## src/rtl/stat_wp_pkg.sv

```systemverilog
package stat_wp_pkg;
  localparam int unsigned STAT_W = 8;
  localparam int unsigned SRWD_POS = 7;
  localparam int unsigned BPH_POS = 3;
  localparam int unsigned BPL_POS = 2;
  localparam int unsigned WEL_POS = 1;
  localparam int unsigned WIP_POS = 0;

  typedef struct packed {
    logic       srwd;
    logic [1:0] bp;
  } nv_bits_t;

  function automatic nv_bits_t nv_from_byte(input logic [STAT_W-1:0] d);
    nv_bits_t n;
    n.srwd = d[SRWD_POS];
    n.bp   = d[BPH_POS:BPL_POS];
    return n;
  endfunction

  function automatic logic [STAT_W-1:0] pack_status(input nv_bits_t n, input logic wel,
                                                    input logic wip);
    logic [STAT_W-1:0] s;
    s = '0;
    s[SRWD_POS] = n.srwd;
    s[BPH_POS:BPL_POS] = n.bp;
    s[WEL_POS] = wel;
    s[WIP_POS] = wip;
    return s;
  endfunction
endpackage

```

## src/rtl/stat_wel_ctl.sv

```systemverilog
module stat_wel_ctl (
  input  logic clk_i,
  input  logic rst_ni,
  input  logic abort_i,
  input  logic set_i,
  input  logic clr_i,
  output logic wel_o
);
  logic wel_q;

  always_ff @(posedge clk_i or negedge rst_ni) begin
    if (!rst_ni)       wel_q <= 1'b0;
    else if (abort_i)  wel_q <= 1'b0;
    else if (clr_i)    wel_q <= 1'b0;
    else if (set_i)    wel_q <= 1'b1;
  end

  assign wel_o = wel_q;

  p_wel_set_r3: assert property (@(posedge clk_i) disable iff (!rst_ni)
    set_i && !clr_i && !abort_i |=> wel_o)
    else $error("WEL not set");
  p_wel_clr_r3: assert property (@(posedge clk_i) disable iff (!rst_ni)
    clr_i |=> !wel_o)
    else $error("WEL not cleared");
endmodule

```

## src/rtl/stat_cycle_timer.sv

```systemverilog
module stat_cycle_timer #(
  parameter int unsigned CYCLES = 16
) (
  input  logic clk_i,
  input  logic rst_ni,
  input  logic abort_i,
  input  logic start_i,
  output logic busy_o,
  output logic done_o
);
  localparam int unsigned CNT_W = (CYCLES < 2) ? 1 : $clog2(CYCLES);
  localparam logic [CNT_W-1:0] LOAD = CNT_W'(CYCLES - 1);

  logic [CNT_W-1:0] cnt_q;
  logic             busy_q;

  always_ff @(posedge clk_i or negedge rst_ni) begin
    if (!rst_ni) begin
      busy_q <= 1'b0;
      cnt_q  <= '0;
    end else if (abort_i) begin
      busy_q <= 1'b0;
      cnt_q  <= '0;
    end else if (start_i && !busy_q) begin
      busy_q <= 1'b1;
      cnt_q  <= LOAD;
    end else if (busy_q) begin
      if (cnt_q == '0) busy_q <= 1'b0;
      else             cnt_q  <= cnt_q - 1'b1;
    end
  end

  assign busy_o = busy_q;
  assign done_o = busy_q && (cnt_q == '0) && !abort_i;

  p_done_ends_r8: assert property (@(posedge clk_i) disable iff (!rst_ni)
    done_o |=> !busy_o)
    else $error("cycle did not end");
  p_busy_holds_r8: assert property (@(posedge clk_i) disable iff (!rst_ni)
    busy_o && (cnt_q != '0) && !abort_i |=> busy_o)
    else $error("cycle ended early");
endmodule

```

## src/rtl/stat_region_decode.sv

```systemverilog
module stat_region_decode #(
  parameter int unsigned ADDR_W = 13
) (
  input  logic [1:0]        bp_i,
  input  logic [ADDR_W-1:0] addr_i,
  output logic              prot_o
);
  localparam logic [ADDR_W-1:0] QTR_BASE  = ADDR_W'(3) << (ADDR_W - 2);
  localparam logic [ADDR_W-1:0] HALF_BASE = ADDR_W'(1) << (ADDR_W - 1);

  logic [ADDR_W-1:0] base;

  always_comb begin
    unique case (bp_i)
      2'b01:   base = QTR_BASE;
      2'b10:   base = HALF_BASE;
      default: base = '0;
    endcase
    prot_o = (bp_i != 2'b00) && (addr_i >= base);
  end
endmodule

```

## src/rtl/stat_wp_unit.sv

```systemverilog
module stat_wp_unit
  import stat_wp_pkg::*;
#(
  parameter int unsigned ADDR_W      = 13,
  parameter int unsigned WRSR_CYCLES = 16
) (
  input  logic              clk_i,
  input  logic              rst_ni,
  input  logic              soft_rst_i,
  input  logic              wren_i,
  input  logic              wrdi_i,
  input  logic              wrsr_i,
  input  logic              wrsr_frame_ok_i,
  input  logic [STAT_W-1:0] wrsr_data_i,
  input  logic              array_wr_done_i,
  input  logic              engine_busy_i,
  input  logic              wp_ni,
  input  logic [ADDR_W-1:0] chk_addr_i,
  output logic [STAT_W-1:0] status_o,
  output logic              wel_o,
  output logic [1:0]        bp_o,
  output logic              addr_prot_o
);
  nv_bits_t nv_q, pend_q;
  logic     wel, wip, hw_lock, accept, sr_busy, sr_done;

  assign hw_lock = nv_q.srwd && !wp_ni;
  assign wip     = sr_busy || engine_busy_i;
  assign accept  = wrsr_i && wrsr_frame_ok_i && wel && !wip && !hw_lock && !soft_rst_i;

  stat_wel_ctl u_wel (
    .clk_i  (clk_i),
    .rst_ni (rst_ni),
    .abort_i(soft_rst_i),
    .set_i  (wren_i),
    .clr_i  (wrdi_i || array_wr_done_i || sr_done),
    .wel_o  (wel)
  );

  stat_cycle_timer #(.CYCLES(WRSR_CYCLES)) u_timer (
    .clk_i  (clk_i),
    .rst_ni (rst_ni),
    .abort_i(soft_rst_i),
    .start_i(accept),
    .busy_o (sr_busy),
    .done_o (sr_done)
  );

  // stored bits: factory zero on rst_ni only, untouched by soft reset
  always_ff @(posedge clk_i or negedge rst_ni) begin
    if (!rst_ni) begin
      nv_q   <= '0;
      pend_q <= '0;
    end else begin
      if (accept)  pend_q <= nv_from_byte(wrsr_data_i);
      if (sr_done) nv_q   <= pend_q;
    end
  end

  stat_region_decode #(.ADDR_W(ADDR_W)) u_dec (
    .bp_i  (nv_q.bp),
    .addr_i(chk_addr_i),
    .prot_o(addr_prot_o)
  );

  assign status_o = pack_status(nv_q, wel, wip);
  assign wel_o    = wel;
  assign bp_o     = nv_q.bp;

  p_hw_lock_r6: assert property (@(posedge clk_i) disable iff (!rst_ni)
    wrsr_i && nv_q.srwd && !wp_ni |=> !$rose(sr_busy))
    else $error("status write accepted under hardware lock");
  p_no_wel_r4: assert property (@(posedge clk_i) disable iff (!rst_ni)
    wrsr_i && !wel && !sr_busy |=> !sr_busy)
    else $error("status write accepted without WEL");
  p_old_bits_r8: assert property (@(posedge clk_i) disable iff (!rst_ni)
    sr_busy && !sr_done |=> $stable(nv_q))
    else $error("protect bits changed mid cycle");
  p_wel_done_r9: assert property (@(posedge clk_i) disable iff (!rst_ni)
    sr_done |=> !wel_o)
    else $error("WEL kept after status write");
  p_soft_rst_r10: assert property (@(posedge clk_i) disable iff (!rst_ni)
    soft_rst_i |=> !wel_o && !sr_busy && $stable(nv_q))
    else $error("soft reset misbehaved");
  p_engine_wip_r11: assert property (@(posedge clk_i) disable iff (!rst_ni)
    engine_busy_i |-> status_o[WIP_POS])
    else $error("WIP low while engine busy");
endmodule

```

## config.mk

```make
export PLATFORM = sky130hd
export DESIGN_NAME = stat_wp_unit
export DESIGN_NICKNAME = d
export VERILOG_FILES = /design/src/rtl/stat_wp_pkg.sv /design/src/rtl/stat_wel_ctl.sv /design/src/rtl/stat_cycle_timer.sv /design/src/rtl/stat_region_decode.sv /design/src/rtl/stat_wp_unit.sv
export SDC_FILE = /design/constraint.sdc
export NUM_CORES = 1
export LEC_CHECK = 0
export BUFFER_PORTS_ARGS = -buffer_cell sky130_fd_sc_hd__clkbuf_2
export CAP_MARGIN = 10
export CORE_MARGIN = 1.5
export CORE_UTILIZATION = 38
export DETAILED_ROUTE_END_ITERATION = 6
export PLACE_DENSITY = 0.71
export REMOVE_ABC_BUFFERS = 1
export SLEW_MARGIN = 20
export SYNTH_ARGS = -nofsm -noshare
export SYNTH_HDL_FRONTEND = slang
export SYNTH_SLANG_ARGS = --single-unit
```

## constraint.sdc

```tcl
create_clock -name clk_i -period 1.5 [get_ports clk_i]
set_input_delay 0.225 -clock clk_i [delete_from_list [all_inputs] [get_ports clk_i]]
set_output_delay 0.225 -clock clk_i [all_outputs]
set_load 0.005 [all_outputs]
```

# Yosys cells after proc, flatten, opt, wreduce, memory -nomap -nowiden
# Index checks and enable logic that the tools add are counted.
[word_totals] regBits=12 latch_bits=0 mem_bits_rw=0 mem_bits_ro=0 word_cells=47 mem_count=0
[op_classes] n_addsub=1 mul=0 div_mod_pow=0 magnitude_cmp=1 n_eq_ne=3 n_shift=0 mux=12 bitwise=0 reduce_logical=23
[ops] op="$pmux W13 S2" n=1
[ops] op="$mux W4" n=4
[ops] op="$ge A13 B13 Y1" n=1
[ops] op="$logic_and A1 B1 Y1" n=10
[ops] op="$mux W1" n=7
[ops] op="$reduce_bool A3 Y1" n=2
[ops] op="$logic_not A1 Y1" n=5
[ops] op="$logic_not A4 Y1" n=1
[ops] op="$sub A4 B1 Y4 const B" n=1
[ops] op="$logic_or A1 B1 Y1" n=3
[ops] op="$ne A3 B2 Y1 const B" n=1
[ops] op="$eq A2 B1 Y1 const B" n=1
[ops] op="$eq A2 B2 Y1 const B" n=1
[ops] op="$reduce_and A2 Y1" n=1
[ops] op="$reduce_bool A2 Y1" n=1

# Logic depth before layout (Yosys ltp)
# Gate-level depths: netlist of the first run.
[depth] ltp_word=8 ltp_mapped=6 depth_no_buf=6

# By module
# A second synthesis of the first run with hierarchy kept.
[unflattened] cells_unflattened=71 hier_area_um2=753.2
[by_module_without_submodules] module="stat_wp_unit" n_inst=1 cells_each=26 area_per_inst_um2=334.1 seq_area_each_um2=150.1
[by_module_without_submodules] module="stat_cycle_timer" n_inst=1 cells_each=26 area_per_inst_um2=256.5 seq_area_each_um2=125.1
[by_module_without_submodules] module="stat_region_decode" n_inst=1 cells_each=16 area_per_inst_um2=123.9 seq_area_each_um2=0.0
[by_module_without_submodules] module="stat_wel_ctl" n_inst=1 cells_each=3 area_per_inst_um2=38.8 seq_area_each_um2=25.0

# Worst setup path before layout of the first run
# OpenSTA, ideal clock, no wires.
[synth_path] kind="register to output" from="reg nv_q (netlist bit bp_o[0])" to="out addr_prot_o" arrival_time_ns=1.357 setup_slack_ns=-0.082 stages_incl_launch_ff=6 path_cell_list="dfrtp_1 ha_1 ha_1 nor4b_1 a311oi_1 nor3_1"
[synth_between] elab_chain_cells=4 elab_cells_between_ends=6 classes_between="order compare: 1; eq/ne: 2; mux: 1; reduce/logical: 2"
[synth_lines] item="from (decl)" line="stat_wp_unit.sv:24" text="nv_bits_t nv_q, pend_q;"
[synth_lines] item="from (signal assigned)" line="stat_wp_unit.sv:56" text="if (sr_done) nv_q <= pend_q;"
[synth_lines] item="$eq A2 B2 Y1 or $eq A2 B1 Y1 (tied branches)" line="stat_region_decode.sv:14" text="unique case (bp_i)"
[synth_lines] item="$pmux W13 S2" line="stat_region_decode.sv:14"
[synth_lines] item="$ge A13 B13 Y1" line="stat_region_decode.sv:19" text="prot_o = (bp_i != 2'b00) && (addr_i >= base);"
[synth_lines] item="$logic_and A1 B1 Y1 (*)" line="stat_region_decode.sv:19"
[synth_lines] item="to (decl)" line="stat_wp_unit.sv:22" text="output logic addr_prot_o"
# Every way passes the cells marked *; elsewhere a longest branch is shown, timed or not.

# Worst setup path after layout of the first run
# Ends and elaborated chain as after synthesis.

==> results of run 1 <==
-- sequential cells by signal, indices dropped and copies added (netlist names) --
register,cells
status_o,1
u_timer.cnt_q,4
u_timer.busy_o,1
pend_q,3
u_wel.wel_o,1
bp_o,2
-- cell type report --
cell class                 count  area, µm²  area share [%]
tap                           27      33.78           2.882
sequential                    12      300.3           25.61
clock buffer                   4      36.28           3.095
inverter                       8      30.03           2.561
multi-input combinational     46      460.4           39.27
timing repair buffer          52      311.5           26.57
-- final timing paths --
kind                                  start                to  slack (ns)
setup / recovery                    bp_o[0]       addr_prot_o       -0.47
hold / removal               wrsr_data_i[7]         pend_q[2]        0.18
setup reg to reg           u_timer.cnt_q[0]       status_o[7]       -0.02
hold reg to reg                   pend_q[1]           bp_o[1]        0.52
max in group asynchronous            rst_ni  u_timer.cnt_q[3]        0.89
min in group asynchronous            rst_ni  u_timer.cnt_q[2]        0.37
-- stage by stage --
| stage | hold slack (ns) | setup TNS, ns | utilization [%] | power [mW] |
|---|---|---|---|---|
| after floorplan | -0.07059 | -0.2447 | - | 0.3670 |
| final | 0.1841 | -0.5363 | 61.00 | 0.6801 |
| after global routing | 0.1790 | -0.9836 | 61.00 | 0.7113 |
| after CTS | 0.1822 | -0.4546 | 56.51 | 0.6793 |
| after global placement | 0.1177 | -0.4326 | 51.11 | 0.4169 |
| after detailed placement | 0.1253 | -0.5354 | 51.11 | 0.4200 |
-- layer usage --
layer / vias up / wire length [µm]
met5: - / 0
met4: 0 / 31
met3: 4 / 48
met2: 25 / 849
met1: 333 / 790
li1: 346 / -
-- cell usage in the layout, fill, tap and decap left out, drive strengths merged, types with 3 or more instances in the layout --
cell	Yosys	final
ha	5	5
nand2	3	3
nor4	3	3
nor4b	3	3
dfrtp	12	12
conb	1	3
nor2	4	4
a21oi	3	3
mux2	6	6
clkbuf	1	37
inv	8	8
buf	9	18
-- cells by family after synthesis --
kind of cell    after synthesis
compound gates               10
other cells                   1
flops                        12
mux                           7
fa+ha+maj                     5
buf+inv                      18
simple gates                 21
-- power groups by stage --
stage	Combinational (mW)	Sequential (mW)	Clock, mW
after floorplan	0.0250	0.342	0
after global placement	0.0744	0.342	0
after detailed placement	0.0769	0.343	0
after CTS	0.0859	0.337	0.257
after global routing	0.101	0.338	0.272
final	0.0887	0.337	0.254
-- timing repair --
item | in CTS | in global routing
endpoints found under the setup margin | 7 | 7
endpoints found under the hold margin | 12 | 0
pin swaps | 3 | 5
hold buffers | 1 | 0
gates resized for setup | 6 | 16
buffers inserted | 3 | 3
==> impl_metrics.py, run 1 <==
metrics = {
    "cts": {
        "clkTransAtPathRegs_ns": 0.08,
        "htreeDepth": 1,
        "clock_latency_ns": 0.27,
        "numCtsBuffers": 3,
        "cts_tree": "yes",
        "cts-root-buf": "clkbuf_4",
        "clkSinkCount": 12,
        "clockBufferDepth": 2,
    },
    "power_and_ir_drop": {
        "clkPwrFrac_pct": 37.4,
        "p_sw_mw": 0.1491,
        "ir_worst_vdd_mv": 0.5227,
        "p_sw_share_pct": 21.93,
        "power_density_nw_per_um2": 580.1,
        "internal-power_mw": 0.5309,
        "leakage_nw": 0.5861,
        "power_frac_comb_pct": 13.0,
        "seqPwrFrac_pct": 49.6,
    },
    "routing": {
        "vias": 708,
        "drtPass1Iterations": 4,
        "drt_iter0_markers": 17,
        "drc": 0,
        "drt-vias-per-instance": 4.752,
        "routedWlPerCell_um": 11.54,
        "final_antenna_net_count": 0,
        "totalWireLength_um": 1719,
    },
    "setup_path": {
        "crit_slowest_cell": "dfrtp_1",
        "worstSetupEndpointType": "primary output",
        "cp.depth": 6,
        "rr_worst_depth": 6,
        "crit_top_cell": "ha_4",
        "cp.required_ns": 1.27,
        "critPathArrivalTime_ns": 1.75,
        "cpPeakStageDelay_ns": 0.41,
        "crit_chain": "ha_4 -> ha_4 -> nor4b_4 -> a311oi_2 -> nor3_1 -> buf_2",
        "crit_type": "reg -> out",
        "cp_max_fo": 2,
        "crit_family": "adder cells",
        "worstSetupStartpointType": "register",
        "cp_num_buf_inv": 1,
    },
    "synth": {
        "synth_cell_types": 27,
        "ys_top_cells_by_count": "dfrtp_1 (12), inv_1 (8), buf_4 (7)",
        "synth_xor_xnor_area_share_pct": 0,
        "synth_fa_ha_area_share_pct": 8.157,
        "synth_compound_area_share_pct": 8.809,
        "yosys.area.top_type": "dfrtp_1",
        "ys_ff_latch": 12,
        "synthSimpleGateAreaFrac_pct": 17.62,
        "synth_edf_count": 0,
        "synth_top_area_share_pct": 39.15,
        "synth_top_family_by_area": "simple AND/OR/NAND/NOR gates",
        "ys_top_cells_by_area": "dfrtp_1 (39%), ha_1 (8.2%), buf_4 (6.9%), mux2_4 (5.9%), mux2_2 (4.4%)",
        "synth_flop_cell": "dfrtp_1",
        "synth.avg_cell_area_um2": 10.36,
        "muxShareOfSynthArea_pct": 11.58,
        "yosysMostFrequentCell": "dfrtp_1",
        "synthCells": 74,
        "async_reset_ff_share_pct": 100.0,
        "netlist_area_um2": 767.0,
        "yosys_warnings": 0,
        "ys_seq_area_share_pct": 39.15,
    },
    "outcome": {
        "status": "finished with violations",
        "violations": "setup timing",
    },
    "cells_and_area": {
        "fin_area_um2": 1172,
        "diodes": 0,
        "fin_cells": 149,
        "drive_gt1_share_pct": 63.11,
        "nets": 159,
        "syn_to_final_growth_pct": 52.85,
        "nFillCells": 170,
    },
    "place": {
        "pre_cts_ws_ns": -0.2720,
        "dpl_cell_area_um2": 982.2,
        "place_congestion": 0.7374,
        "post-dp-hpwl_um": 1245,
        "placed_cells": 138,
        "port_buffers": 34,
    },
    "grt": {
        "overflow": 0,
        "grt.busiest_layer": "met2",
        "grt_max_degree": 13,
        "grt_util_met1_pct": 21.99,
        "grt_pass1_wl_um": 2525,
        "use_met3_pct": 1.132,
        "first_global_vias": 599,
        "met2_usage_pct": 25.33,
        "antenna_found_initial": 0,
        "grt_usage_pct": 16.23,
    },
    "run": {
        "maxCapViolations": 0,
    },
    "sta": {
        "rsz0062_at_grt": "true",
        "setup_violations": 5,
        "final_max_slew_viol_count": 0,
        "timing.fmax_mhz": 506.9,
        "finalCriticalPeriod_ns": 1.973,
        "setup_slack_ns": -0.4728,
        "finClkSkew_ns": 0.004547,
        "hold_viol": 0,
        "min_period_over_period_pct": 131.5,
    },
    "min_path": {
        "holdPathStages": 2,
        "hold_class": "in -> reg",
    },
    "floorplan": {
        "core_um2": 1922,
        "die-area_um2": 2297,
        "io_pins": 43,
        "die_height_um": 47.93,
        "die_w_um": 47.93,
        "initial_core_util_pct": 39.91,
        "row_count": 16,
    },
}
No activity file was read; power rests on OpenSTA's default activity.
==> run 2, diff against run 1 <==
Settings changed: BUFFER_PORTS_ARGS -buffer_cell sky130_fd_sc_hd__clkbuf_2 to -buffer_cell sky130_fd_sc_hd__buf_2.
==> run 2 against run 1 <==
  * The flow still finishes with violations (setup timing)
  * Wire length rose by 7.5%
  * Critical path type unchanged
  * Register-to-register slack improved by 0.02 ns
  * Design area fell by 1.4%
  * Sequential share of layout area rose by 0.36 points
  * Die area did not move
  * Critical endpoint unchanged
==> impl_metrics.py, run 2 (synthesis results as in run 1) <==
metrics = {
    "sta": {
        "final_max_slew_viol_count": 0,
        "fin_setup_tns_ns": -0.5361,
        "timing.fmax_mhz": 491.1,
        "finClkSkew_ns": 0.006296,
        "whs_ns": 0.1896,
        "rsz0062_at_grt": "true",
        "setup_violations": 1,
        "hold_viol": 0,
        "min_period_over_period_pct": 135.7,
        "setup_slack_ns": -0.5361,
        "finalCriticalPeriod_ns": 2.036,
    },
    "outcome": {
        "violations": "setup timing",
        "status": "finished with violations",
    },
    "cts": {
        "htreeDepth": 1,
        "cts_tree": "yes",
        "clkTransAtPathRegs_ns": 0.07,
        "numCtsBuffers": 3,
        "cts-root-buf": "clkbuf_4",
        "clkSinkCount": 12,
        "clock_latency_ns": 0.27,
        "clockBufferDepth": 2,
    },
    "floorplan": {
        "io_pins": 43,
        "core_um2": 1922,
        "die_height_um": 47.93,
        "initial_core_util_pct": 39.91,
        "row_count": 16,
        "die-area_um2": 2297,
        "die_w_um": 47.93,
    },
    "cells_and_area": {
        "drive_gt1_share_pct": 62.60,
        "syn_to_final_growth_pct": 50.73,
        "top_register": "u_timer.cnt_q",
        "final_common_cell": "buf_2",
        "nets": 161,
        "layout_common_cells": "buf_2 (34), buf_4 (18), dfrtp_1 (12), inv_1 (5)",
        "fin_area_um2": 1156,
        "largest_register_ffs": 4,
        "diodes": 0,
    },
    "place": {
        "pre_cts_ws_ns": -0.2991,
        "post-dp-hpwl_um": 1273,
        "place_congestion": 0.7739,
        "dpl_cell_area_um2": 989.7,
        "port_buffers": 34,
    },
    "power_and_ir_drop": {
        "ir_worst_vdd_mv": 0.4906,
        "leakage_nw": 0.5912,
        "power.total_mw": 0.6175,
        "power_density_nw_per_um2": 534.1,
    },
    "setup_path": {
        "r2r_setup_slack_ns": 0,
        "worstSetupEndpointType": "primary output",
        "worstSetupStartpointType": "register",
        "critPathArrivalTime_ns": 1.81,
        "crit_type": "reg -> out",
        "cp_max_fo": 2,
        "cp.required_ns": 1.27,
    },
    "grt": {
        "antenna_found_initial": 0,
        "grt_max_degree": 13,
        "first_global_vias": 686,
        "grt_usage_pct": 18.08,
        "grt_pass1_wl_um": 2801,
        "overflow": 0,
    },
    "routing": {
        "routedWlPerCell_um": 12.32,
        "vias": 701,
        "drc": 0,
        "drt_iter0_markers": 8,
        "drt-vias-per-instance": 4.673,
        "totalWireLength_um": 1848,
        "drtPass1Iterations": 4,
        "final_antenna_net_count": 0,
    },
    "run": {
        "maxCapViolations": 0,
    },
    "min_path": {
        "hold_class": "in -> reg",
    },
}
==> run 2: changes by cell type in the layout (fill, tap and decap cells not counted), sizes merged <==
cell	before	now
clkbuf	37	3
buf	18	53
==> run 2: cell type report <==
type,count,area (µm²)
fillers,172,765.7
multi-input cells,46,442.9
repair buffers,54,326.6
flip-flops and latches,12,300.3
well taps,27,33.78
inverters,8,30.03
clock buffers,3,22.52
==> run 2: power by group <==
part           leakage, nW  switching [mW]  internal, mW
registers            0.166         0.00518         0.332
logic                0.411          0.0372        0.0522
clock network       0.0138          0.0984        0.0928
==> run 2: metrics by stage <==
stage / std cells / utilization, %
4_1_cts: 148 / 57.49
5_1_grt: 150 / 60.16
2_1_floorplan: 66 / -
3_3_place_gp: 139 / 51.50
3_5_place_dp: 139 / 51.50
6_report: 150 / 60.16
==> run 2: worst paths after layout <==
| path | from | end | cells past startpoint |
|---|---|---|---|
| setup / recovery | bp_o[1] | addr_prot_o | 7 |
| hold / removal | wrsr_data_i[7] | pend_q[2] | 2 |
| setup reg to reg | u_timer.cnt_q[0] | u_timer.cnt_q[1] | 5 |
| hold reg to reg | pend_q[0] | bp_o[0] | 1 |
| max in group asynchronous | rst_ni | pend_q[0] | 2 |
| min in group asynchronous | rst_ni | u_timer.cnt_q[2] | 2 |
==> run 2: per-layer routing <==
metal	GRT usage [%]	part of all wire [%]
met2	32.00	52
met3	2.264	2.5
met5	0	0
met1	20.99	43
met4	9.730	1.8
==> run 2: worst max-delay path, stage by stage (launching register included) <==
cell and delay [ns]:
dfrtp_1 0.37, inv_2 0.05, ha_2 0.19, ha_4 0.26, nor4b_4 0.19, a311oi_2 0.15
nor3_1 0.19, buf_2 0.15
==> run 2: timing repair <==
action / in CTS / in global routing
gates resized for setup: 9 / 8
setup buffers: 5 / 2
setup endpoints to repair: 7 / 7
endpoints found under the hold margin: 12 / 0
hold buffers: 1 / 0
pin swaps: 4 / 3
==> run 3, diff against run 2 <==
Settings changed: CAP_MARGIN 10 to not set, CELL_PAD_IN_SITES_DETAIL_PLACEMENT set to 1, CELL_PAD_IN_SITES_GLOBAL_PLACEMENT set to 1, CORE_UTILIZATION 38 to 28, PLACE_DENSITY 0.71 to 0.72, SLEW_MARGIN 20 to not set.
==> run 3 against run 2 <==
  * The flow still finishes with violations (setup timing)
  * Register-to-register slack gained 0.03 ns
  * Highest routed layer is now met3
  * Critical path depth is the same
  * Sequential power is essentially flat
  * Count of clock-buffer cells in the layout grew 1
  * Hold slack lost 0.0041 ns
  * Global-route usage shrank 4.7 points
  * Flip-flop and latch count is the same
  * Via count shrank 1.0%
  * Non-clock buffer count shrank 6
  * Clock skew shrank 0.00052 ns
  * Worst setup slack gained 0.080 ns
  * Sequential share of layout area grew 1.1 points
==> impl_metrics.py, run 3 (synthesis results as in run 1) <==
metrics = {
    "outcome": {
        "status": "finished with violations",
        "violations": "setup timing",
    },
    "routing": {
        "wl_met3_um": 109,
        "drt_iter0_markers": 8,
        "drtPass1Iterations": 3,
        "dr_wl_met2_um": 1026,
        "final_antenna_net_count": 0,
        "top_layer": "met3",
        "met1_length_um": 768,
        "drc": 0,
        "drt-vias-per-instance": 4.689,
        "routedWlPerCell_um": 12.87,
        "vias": 694,
        "totalWireLength_um": 1905,
    },
    "grt": {
        "first_global_vias": 733,
        "overflow": 0,
        "grt_max_degree": 13,
        "antenna_found_initial": 0,
        "grt_pass1_wl_um": 3243,
        "grt_usage_pct": 13.34,
    },
    "setup_path": {
        "worstSetupStartpointType": "register",
        "critPathArrivalTime_ns": 1.73,
        "cp.required_ns": 1.27,
        "crit_family": "adder cells",
        "crit_slowest_cell": "dfrtp_1",
        "cp_num_buf_inv": 3,
        "crit_chain": "inv_1 -> ha_1 -> inv_1 -> ha_1 -> a311oi_1 -> nor3_1 -> buf_2",
        "worstSetupEndpointType": "primary output",
        "cpPeakStageDelay_ns": 0.41,
        "cp_max_fo": 3,
        "crit_type": "reg -> out",
    },
    "cts": {
        "numCtsBuffers": 3,
        "clkTransAtPathRegs_ns": 0.08,
        "cts-root-buf": "clkbuf_4",
        "clkSinkCount": 12,
        "clock_latency_ns": 0.27,
        "clockBufferDepth": 2,
        "htreeDepth": 1,
        "cts_tree": "yes",
    },
    "place": {
        "post-dp-hpwl_um": 1567,
        "place_congestion": 0.7130,
        "port_buffers": 34,
    },
    "cells_and_area": {
        "final_common_cell": "buf_2",
        "nets": 155,
        "top_register": "u_timer.cnt_q",
        "diodes": 0,
        "layout_common_cells": "buf_2 (34), buf_4 (13), dfrtp_1 (12), inv_1 (5), nor2_1 (4)",
        "nFillCells": 309,
        "drive_gt1_share_pct": 60.17,
        "postLayoutCoreUtil_pct": 43.56,
        "syn_to_final_growth_pct": 44.53,
        "largest_register_ffs": 4,
    },
    "floorplan": {
        "core_um2": 2545,
        "initial_core_util_pct": 30.14,
        "row_count": 18,
        "die-area_um2": 3062,
        "die_height_um": 55.34,
        "io_pins": 43,
        "die_w_um": 55.34,
    },
    "power_and_ir_drop": {
        "power.total_mw": 0.6832,
        "ir_worst_vdd_mv": 0.3921,
        "leakage_nw": 0.5644,
        "power_density_nw_per_um2": 616.3,
    },
    "sta": {
        "fin_setup_tns_ns": -0.4559,
        "timing.fmax_mhz": 511.3,
        "rsz0062_at_grt": "true",
        "final_max_slew_viol_count": 0,
        "setup_violations": 1,
        "finalCriticalPeriod_ns": 1.956,
        "hold_viol": 0,
        "min_period_over_period_pct": 130.4,
        "finClkSkew_ns": 0.005773,
        "setup_slack_ns": -0.4559,
    },
    "min_path": {
        "hold_class": "in -> reg",
    },
    "run": {
        "maxCapViolations": 0,
    },
}
## run 3: final timing paths
path                                   from          endpoint  slack, ns  cells past startpoint
max                                 bp_o[0]       addr_prot_o      -0.46                      7
max in group asynchronous            rst_ni         pend_q[0]       0.93                      2
min in group asynchronous            rst_ni    u_timer.busy_o       0.35                      2
min reg2reg                       pend_q[0]         pend_q[0]       0.51                      1
min                          wrsr_data_i[7]         pend_q[2]       0.19                      2
max reg2reg                u_timer.cnt_q[1]  u_timer.cnt_q[1]       0.03                      5
## run 3: area by class of cell
cell class / count / area, µm² / area share [%]
multi-input combinational: 46 / 426.7 / 38.49
clock buffer: 4 / 36.28 / 3.273
sequential: 12 / 300.3 / 27.09
inverter: 8 / 30.03 / 2.709
timing repair buffer: 48 / 277.8 / 25.06
tap: 30 / 37.54 / 3.386
## run 3: routing by layer
layer	up-vias	track usage, %
met1	324	15.84
met3	0	3.279
met2	32	23.98
li1	338	-
met5	-	0
met4	0	3.136
## run 3: worst reg2reg max path: stages, from the launching register on
cell and delay, ns:
dfrtp_1 0.41, inv_2 0.08, ha_4 0.14, or3b_4 0.39, a211o_1 0.28, a21oi_2 0.11
## run 3: through the flow
| step | cell area [µm²] | std cells | hold WS, ns | setup WS [ns] |
|---|---|---|---|---|
| after global placement | 978.4 | 140 | 0.1168 | -0.1736 |
| after global routing | 1109 | 148 | 0.1743 | -0.5714 |
| after floorplan | 695.7 | 66 | -0.07059 | -0.1003 |
| after detailed placement | 978.4 | 140 | 0.1216 | -0.3065 |
| final | 1109 | 148 | 0.1855 | -0.4559 |
| after CTS | 1087 | 146 | 0.1785 | -0.4739 |
## run 3: repair_timing
action | 4_1_cts | 5_1_grt
pin swaps | 3 | 1
hold buffers | 1 | 0
buffers inserted | 1 | 2
hold endpoints to repair | 12 | 0
resized for setup | 10 | 3
endpoints found under the setup margin | 7 | 5
## run 3: where the power goes
group | internal, mW | switching [mW]
Sequential | 0.332 | 0.00499
Combinational | 0.0505 | 0.0357
Clock | 0.147 | 0.113
Total | 0.529 | 0.154
